### src/rtl/can_slot_pkg.sv
// Shared constants for the CAN message slot register.
// Assumes one 8-bit register. The bit positions are part of the host-visible contract.
package can_slot_pkg;
    localparam int REG_W    = 8;
    localparam int B_READY  = 7;
    localparam int B_TXIE   = 6;
    localparam int B_RXIE   = 5;
    localparam int B_IRQ    = 4;
    localparam int B_XRQ    = 3;
    localparam int B_TXRQ   = 2;
    localparam int B_HOLD   = 1;
    localparam int B_DUPD   = 0;

    // Register image, MSB first.
    typedef struct packed {
        logic ready;
        logic txie;
        logic rxie;
        logic irq;
        logic xrq;
        logic txrq;
        logic hold;
        logic dupd;
    } slot_reg_t;
endpackage

### src/rtl/slot_cfg_reg.sv
// Holds the flags that belong to the host: ready, the two interrupt enables, hold and data updated.
// Assumes the soft reset is a single-cycle strobe from the controller. It only affects ready.
module slot_cfg_reg
    import can_slot_pkg::*;
(
    input  logic             clk,
    input  logic             rst_n,
    input  logic             soft_rst_i,
    input  logic             wr_en_i,
    input  logic [REG_W-1:0] wr_data_i,
    output logic             ready_o,
    output logic             txie_o,
    output logic             rxie_o,
    output logic             hold_o,
    output logic             dupd_o
);
    // Ready bit: host writes it; either reset clears it, and soft reset beats a write.
    always_ff @(posedge clk) begin
        if (!rst_n)          ready_o <= 1'b0;
        else if (soft_rst_i) ready_o <= 1'b0;
        else if (wr_en_i)    ready_o <= wr_data_i[B_READY];
    end

    // Plain host settings, loaded on every write.
    always_ff @(posedge clk) begin
        if (!rst_n) begin
            txie_o <= 1'b0;
            rxie_o <= 1'b0;
            hold_o <= 1'b0;
            dupd_o <= 1'b0;
        end else if (wr_en_i) begin
            txie_o <= wr_data_i[B_TXIE];
            rxie_o <= wr_data_i[B_RXIE];
            hold_o <= wr_data_i[B_HOLD];
            dupd_o <= wr_data_i[B_DUPD];
        end
    end
endmodule

### src/rtl/slot_event_reg.sv
// Holds the flags shared by host and engine: interrupt flag, remote request and transmit request.
// Assumes the engine strobes last one cycle. When ready is low, all strobes are masked.
module slot_event_reg
    import can_slot_pkg::*;
#(
    parameter bit RX_ONLY = 1'b0
)(
    input  logic clk,
    input  logic rst_n,
    input  logic ready_i,
    input  logic dir_i,
    input  logic txie_i,
    input  logic rxie_i,
    input  logic wr_en_i,
    input  logic wr_irq_i,
    input  logic wr_xrq_i,
    input  logic wr_txrq_i,
    input  logic tx_done_i,
    input  logic rx_store_i,
    input  logic rmt_seen_i,
    output logic irq_o,
    output logic xrq_o,
    output logic txrq_o
);
    logic tx_irq_en;
    logic tx_ev, rx_ev, rmt_ev, irq_set, tx_clr;

    // A receive-only slot never lets the transmit enable take effect.
    generate
        if (RX_ONLY) begin : g_rx_only
            assign tx_irq_en = 1'b0;
        end else begin : g_txrx
            assign tx_irq_en = txie_i;
        end
    endgenerate

    // Qualify engine strobes with ready and derive set/clear terms.
    always_comb begin
        tx_ev   = tx_done_i  & ready_i;
        rx_ev   = rx_store_i & ready_i;
        rmt_ev  = rmt_seen_i & ready_i;
        irq_set = (tx_ev & tx_irq_en) | (rx_ev & rxie_i);
        tx_clr  = tx_ev & dir_i;
    end

    // Interrupt flag: an engine set beats the host write; no hardware clear.
    always_ff @(posedge clk) begin
        if (!rst_n)       irq_o <= 1'b0;
        else if (irq_set) irq_o <= 1'b1;
        else if (wr_en_i) irq_o <= wr_irq_i;
    end

    // Remote request: engine sets it; a finished transmit clears it; the host may only clear it.
    always_ff @(posedge clk) begin
        if (!rst_n)                    xrq_o <= 1'b0;
        else if (rmt_ev)               xrq_o <= 1'b1;
        else if (tx_clr)               xrq_o <= 1'b0;
        else if (wr_en_i && !wr_xrq_i) xrq_o <= 1'b0;
    end

    // Transmit request: host writes it; a finished transmit on a transmit slot clears it.
    always_ff @(posedge clk) begin
        if (!rst_n)       txrq_o <= 1'b0;
        else if (wr_en_i) txrq_o <= wr_txrq_i;
        else if (tx_clr)  txrq_o <= 1'b0;
    end
endmodule

### src/rtl/slot_query.sv
// Combinational answers to the engine, built from the stored flags and the direction.
// Assumes the flags are registered. Every answer is forced low while ready is 0.
module slot_query (
    input  logic ready_i,
    input  logic dir_i,
    input  logic xrq_i,
    input  logic txrq_i,
    input  logic hold_i,
    input  logic dupd_i,
    output logic slot_en_o,
    output logic tx_pend_o,
    output logic rmt_reply_o
);
    // Gate every engine-facing answer with ready.
    always_comb begin
        slot_en_o   = ready_i;
        tx_pend_o   = ready_i & dir_i & txrq_i;
        rmt_reply_o = ready_i & dir_i & xrq_i & dupd_i & ~hold_i;
    end
endmodule

### src/rtl/can_slot_ctl.sv
// Control and status register for one CAN message slot. It ties together host-owned
// flags, shared event flags and the engine query logic.
// Assumes a single-register host port with no address and single-cycle engine strobes.
module can_slot_ctl
    import can_slot_pkg::*;
#(
    parameter bit RX_ONLY = 1'b0
)(
    input  logic             clk,
    input  logic             rst_n,
    input  logic             soft_rst_i,
    input  logic             dir_i,
    input  logic             wr_en_i,
    input  logic [REG_W-1:0] wr_data_i,
    output logic [REG_W-1:0] rd_data_o,
    input  logic             tx_done_i,
    input  logic             rx_store_i,
    input  logic             rmt_seen_i,
    output logic             slot_en_o,
    output logic             tx_pend_o,
    output logic             rmt_reply_o,
    output logic             irq_o
);
    logic ready, txie, rxie, hold, dupd, irq, xrq, txrq;
    slot_reg_t img;

    slot_cfg_reg u_cfg (
        .clk        (clk),
        .rst_n      (rst_n),
        .soft_rst_i (soft_rst_i),
        .wr_en_i    (wr_en_i),
        .wr_data_i  (wr_data_i),
        .ready_o    (ready),
        .txie_o     (txie),
        .rxie_o     (rxie),
        .hold_o     (hold),
        .dupd_o     (dupd)
    );

    slot_event_reg #(.RX_ONLY(RX_ONLY)) u_evt (
        .clk        (clk),
        .rst_n      (rst_n),
        .ready_i    (ready),
        .dir_i      (dir_i),
        .txie_i     (txie),
        .rxie_i     (rxie),
        .wr_en_i    (wr_en_i),
        .wr_irq_i   (wr_data_i[B_IRQ]),
        .wr_xrq_i   (wr_data_i[B_XRQ]),
        .wr_txrq_i  (wr_data_i[B_TXRQ]),
        .tx_done_i  (tx_done_i),
        .rx_store_i (rx_store_i),
        .rmt_seen_i (rmt_seen_i),
        .irq_o      (irq),
        .xrq_o      (xrq),
        .txrq_o     (txrq)
    );

    slot_query u_qry (
        .ready_i     (ready),
        .dir_i       (dir_i),
        .xrq_i       (xrq),
        .txrq_i      (txrq),
        .hold_i      (hold),
        .dupd_i      (dupd),
        .slot_en_o   (slot_en_o),
        .tx_pend_o   (tx_pend_o),
        .rmt_reply_o (rmt_reply_o)
    );

    // Assemble the read image in register order.
    always_comb begin
        img.ready = ready;
        img.txie  = txie;
        img.rxie  = rxie;
        img.irq   = irq;
        img.xrq   = xrq;
        img.txrq  = txrq;
        img.hold  = hold;
        img.dupd  = dupd;
        rd_data_o = img;
        irq_o     = irq;
    end
endmodule

### config.mk
export PLATFORM = sky130hd
export DESIGN_NAME = can_slot_ctl
export DESIGN_NICKNAME = d
export VERILOG_FILES = /design/src/rtl/can_slot_pkg.sv /design/src/rtl/slot_cfg_reg.sv /design/src/rtl/slot_event_reg.sv /design/src/rtl/slot_query.sv /design/src/rtl/can_slot_ctl.sv
export SDC_FILE = /design/constraint.sdc
export NUM_CORES = 1
export LEC_CHECK = 0
export BUFFER_PORTS_ARGS = -buffer_cell sky130_fd_sc_hd__buf_4
export CORE_AREA = 2 2 39 41
export CTS_CLUSTER_DIAMETER = 200
export DETAILED_ROUTE_END_ITERATION = 16
export DIE_AREA = 0 0 41 43
export GPL_ROUTABILITY_DRIVEN = 1
export GPL_TIMING_DRIVEN = 0
export PLACE_DENSITY = 0.72
export RECOVER_POWER = 50
export SETUP_SLACK_MARGIN = 0.4
export SYNTH_ARGS = -nofsm -noshare
export SYNTH_HDL_FRONTEND = slang
export SYNTH_HIERARCHICAL = 1
export SYNTH_SLANG_ARGS = --single-unit
### constraint.sdc
create_clock -name clk -period 0.8 [get_ports clk]
set_input_delay 0.08 -clock clk [delete_from_list [all_inputs] [get_ports clk]]
set_output_delay 0.08 -clock clk [all_outputs]
set_load 0.01 [all_outputs]
==> metrics.cfg <==
[setup_path]
cp.required_ns=0.72
arrival_ns=0.93
critical_path.max_stage_delay_ns=0.35
r2r-start=u_cfg/ready_o
slowest_stage=dfxtp_2
cp_max_fo=3
crit_type=reg2out
end_kind=output pin
crit_path_cell_trace=nand4_1 > nor2_2 > buf_4
reg2reg_depth=3
r2r_slack_ns=-0.13
start_kind=register
r2r-end=u_evt/xrq_o

[grt]
grt_max_degree=12
grt_antenna_before_repair=0
gr-usage-all-layers_pct=13.81
first_global_vias=354
overflow=0
grt_pass1_wl_mm=1.504

[yosys]
ys.flop_type=dfxtp_1
yosysSeqAreaShare_pct=37.98
synthCells=42
yosysTopAreaCell=dfxtp_1
synth_mux_area_share_pct=14.24
syn_area_um2=421.7
syn_nets=58
async_flop_share_pct=0
synthTopCellsByArea=dfxtp_1 (38%), buf_4 (16%), mux2i_1 (14%), nor2b_1 (5.9%), nor3b_2 (3.0%)
synth-simple-area-share_pct=20.18
yosys_warnings=6
synthAdderAreaFrac_pct=0
synth_edf_count=0
synth_top_area_share_pct=37.98
synthXorXnorAreaFrac_pct=0
avgSynthCellArea_um2=10.04
synth_seq_cells=8
synth-compound-area-share_pct=8.012
synthTopCellsByCount=buf_4 (9), dfxtp_1 (8), mux2i_1 (6), nor2b_1 (4)
synth_most_common_cell=buf_4
ys_types=19
synth_top_family_by_area=simple AND/OR/NAND/NOR gates

[clock_tree]
clkSinkCount=8
clk_pin_slew_ns=0.05
clock_latency_ns=0.25
cts-buffers-inserted=3
cts_max_level=1
cts_max_path_buffers=2
ctsRootBufferMaster=clkbuf_4
cts_tree=done

[floorplan]
dieHeight_um=43
num_rows=14
io_pins=28
dieWidth_um=41
core_um2=1384
die_area_um2=1763
start_util_pct=30.47

[pwr]
p_total_mw=1.003
power_leakage_nw=0.3938
power_density_nw_per_um2=1268
peakVddDrop_v=0.0008593

[sta]
worst_pin_slew_ns=0.1626
fin_setup_tns_ns=-1.412
min_period_ns=1.011
maxSlewViolCount=0
rsz0062_at_grt=yes
finClkSkew_ns=0.001915
max_freq_mhz=989.5
hold_violations=1
setup_ws_ns=-0.2107
setup_violations=13
post-route-period-util_pct=126.3
relSlewSlack_pct=88.85
timing.hold.ws_ns=-0.02504

[drt]
drcViolationCount=0
dr_total_vias=402
dr.pass1.iters=4
routed_wirelength_um=960
vias_per_cell=4.418
drtAntennaViolNets=0
drt-initial-drc-count=5
wl_per_cell_um=10.55

[place]
port_buffers=27
dp_cells=85
hpwlAfterDp_um=708.3
gp_routability_congestion=0.6554
pre_cts_ws_ns=-0.02906

[worst_hold_path]
hold_start=soft_rst_i
hold_path_end=u_cfg/ready_o
hold_depth=2
hold_class=in2reg

[final_layout]
antenna_cells=0
final_nets=93
area_growth_pct=87.54
drive_gt1_share_pct=72.00
fin_cells=91

[status]
violations=negative hold slack, negative setup slack
outcome=finished with violations

[flow_run]
maxCapViolations=0

registers in the layout (all words and copies together) (netlist names):
name,flops
u_cfg/dupd_o,1
u_cfg/txie_o,1
u_cfg/hold_o,1
u_evt/irq_o,1
u_evt/txrq_o,1
u_cfg/ready_o,1
u_evt/xrq_o,1
u_cfg/rxie_o,1
cells by family (layout without fill, tap and decap cells):
kind of cell	count (synthesis)	count (layout)
AOI/OAI and AO/OA	4	4
DFF	8	8
muxes	6	6
buffers and inverters	11	44
and+or+nand+nor	13	13
routing by layer:
| layer | vias to the layer above | track usage, % | wire, um |
|---|---|---|---|
| met4 | 0 | 10.00 | 21 |
| li1 | 207 | - | - |
| met3 | 2 | 7.853 | 57 |
| met1 | 180 | 14.01 | 343 |
| met2 | 13 | 20.00 | 537 |
| met5 | - | 0 | 0 |
area by class of cell:
class,instances,area [um^2]
clock buffer,3,22.52
tap,16,20.02
timing repair buffer,30,274.0
inverter,1,3.754
multi-input combinational,23,195.2
fill,120,593.1
buffer,10,105.1
sequential,8,170.2
placed cells by master, fill, tap and decap left out, types with 2 or more instances in the layout:
master    Yosys  final
clkbuf_4      0      3
buf_4         9     19
dfxtp_1       8      2
buf_6         1     21
nor2b_1       4      4
dfxtp_2       0      5
mux2i_1       6      6
timing repair:
item | CTS | global route
endpoints found under the hold margin | 1 | 1
setup buffers | 3 | 0
endpoints found under the setup margin | 20 | 20
gates resized for setup | 18 | 0
pin swaps | 2 | 1
worst max-delay path, delay by kind of cell, from the launching register on:
| family | cells | cell delay [ns] |
|---|---|---|
| simple gates | 2 | 0.20 |
| buf+inv | 1 | 0.12 |
| flops | 1 | 0.35 |
where the power goes:
group	switching (mW)	internal [mW]
clock	0.134	0.171
sequential	0.0204	0.421
combinational	0.0792	0.177
how the worst max path moves through the flow:
stage | startpoint | endpoint | slack, ns
2_1_floorplan | u_cfg/ready_o | u_evt/xrq_o | 0.04
3_3_place_gp | u_cfg/ready_o | u_evt/xrq_o | -0.01
3_5_place_dp | u_cfg/ready_o | u_evt/xrq_o | -0.03
4_1_cts | u_cfg/ready_o | rmt_reply_o | -0.22
5_1_grt | u_cfg/ready_o | rmt_reply_o | -0.26
6_report | u_evt/xrq_o | rmt_reply_o | -0.21
metrics by stage:
step / util, % / instance area [um^2]
finish: 57.14 / 790.8
global route: 57.14 / 790.8
CTS: 57.32 / 793.3
detailed placement: 49.37 / 683.2
global placement: 49.37 / 683.2
floorplan: - / 460.4
No activity file was read; power rests on OpenSTA's default activity.
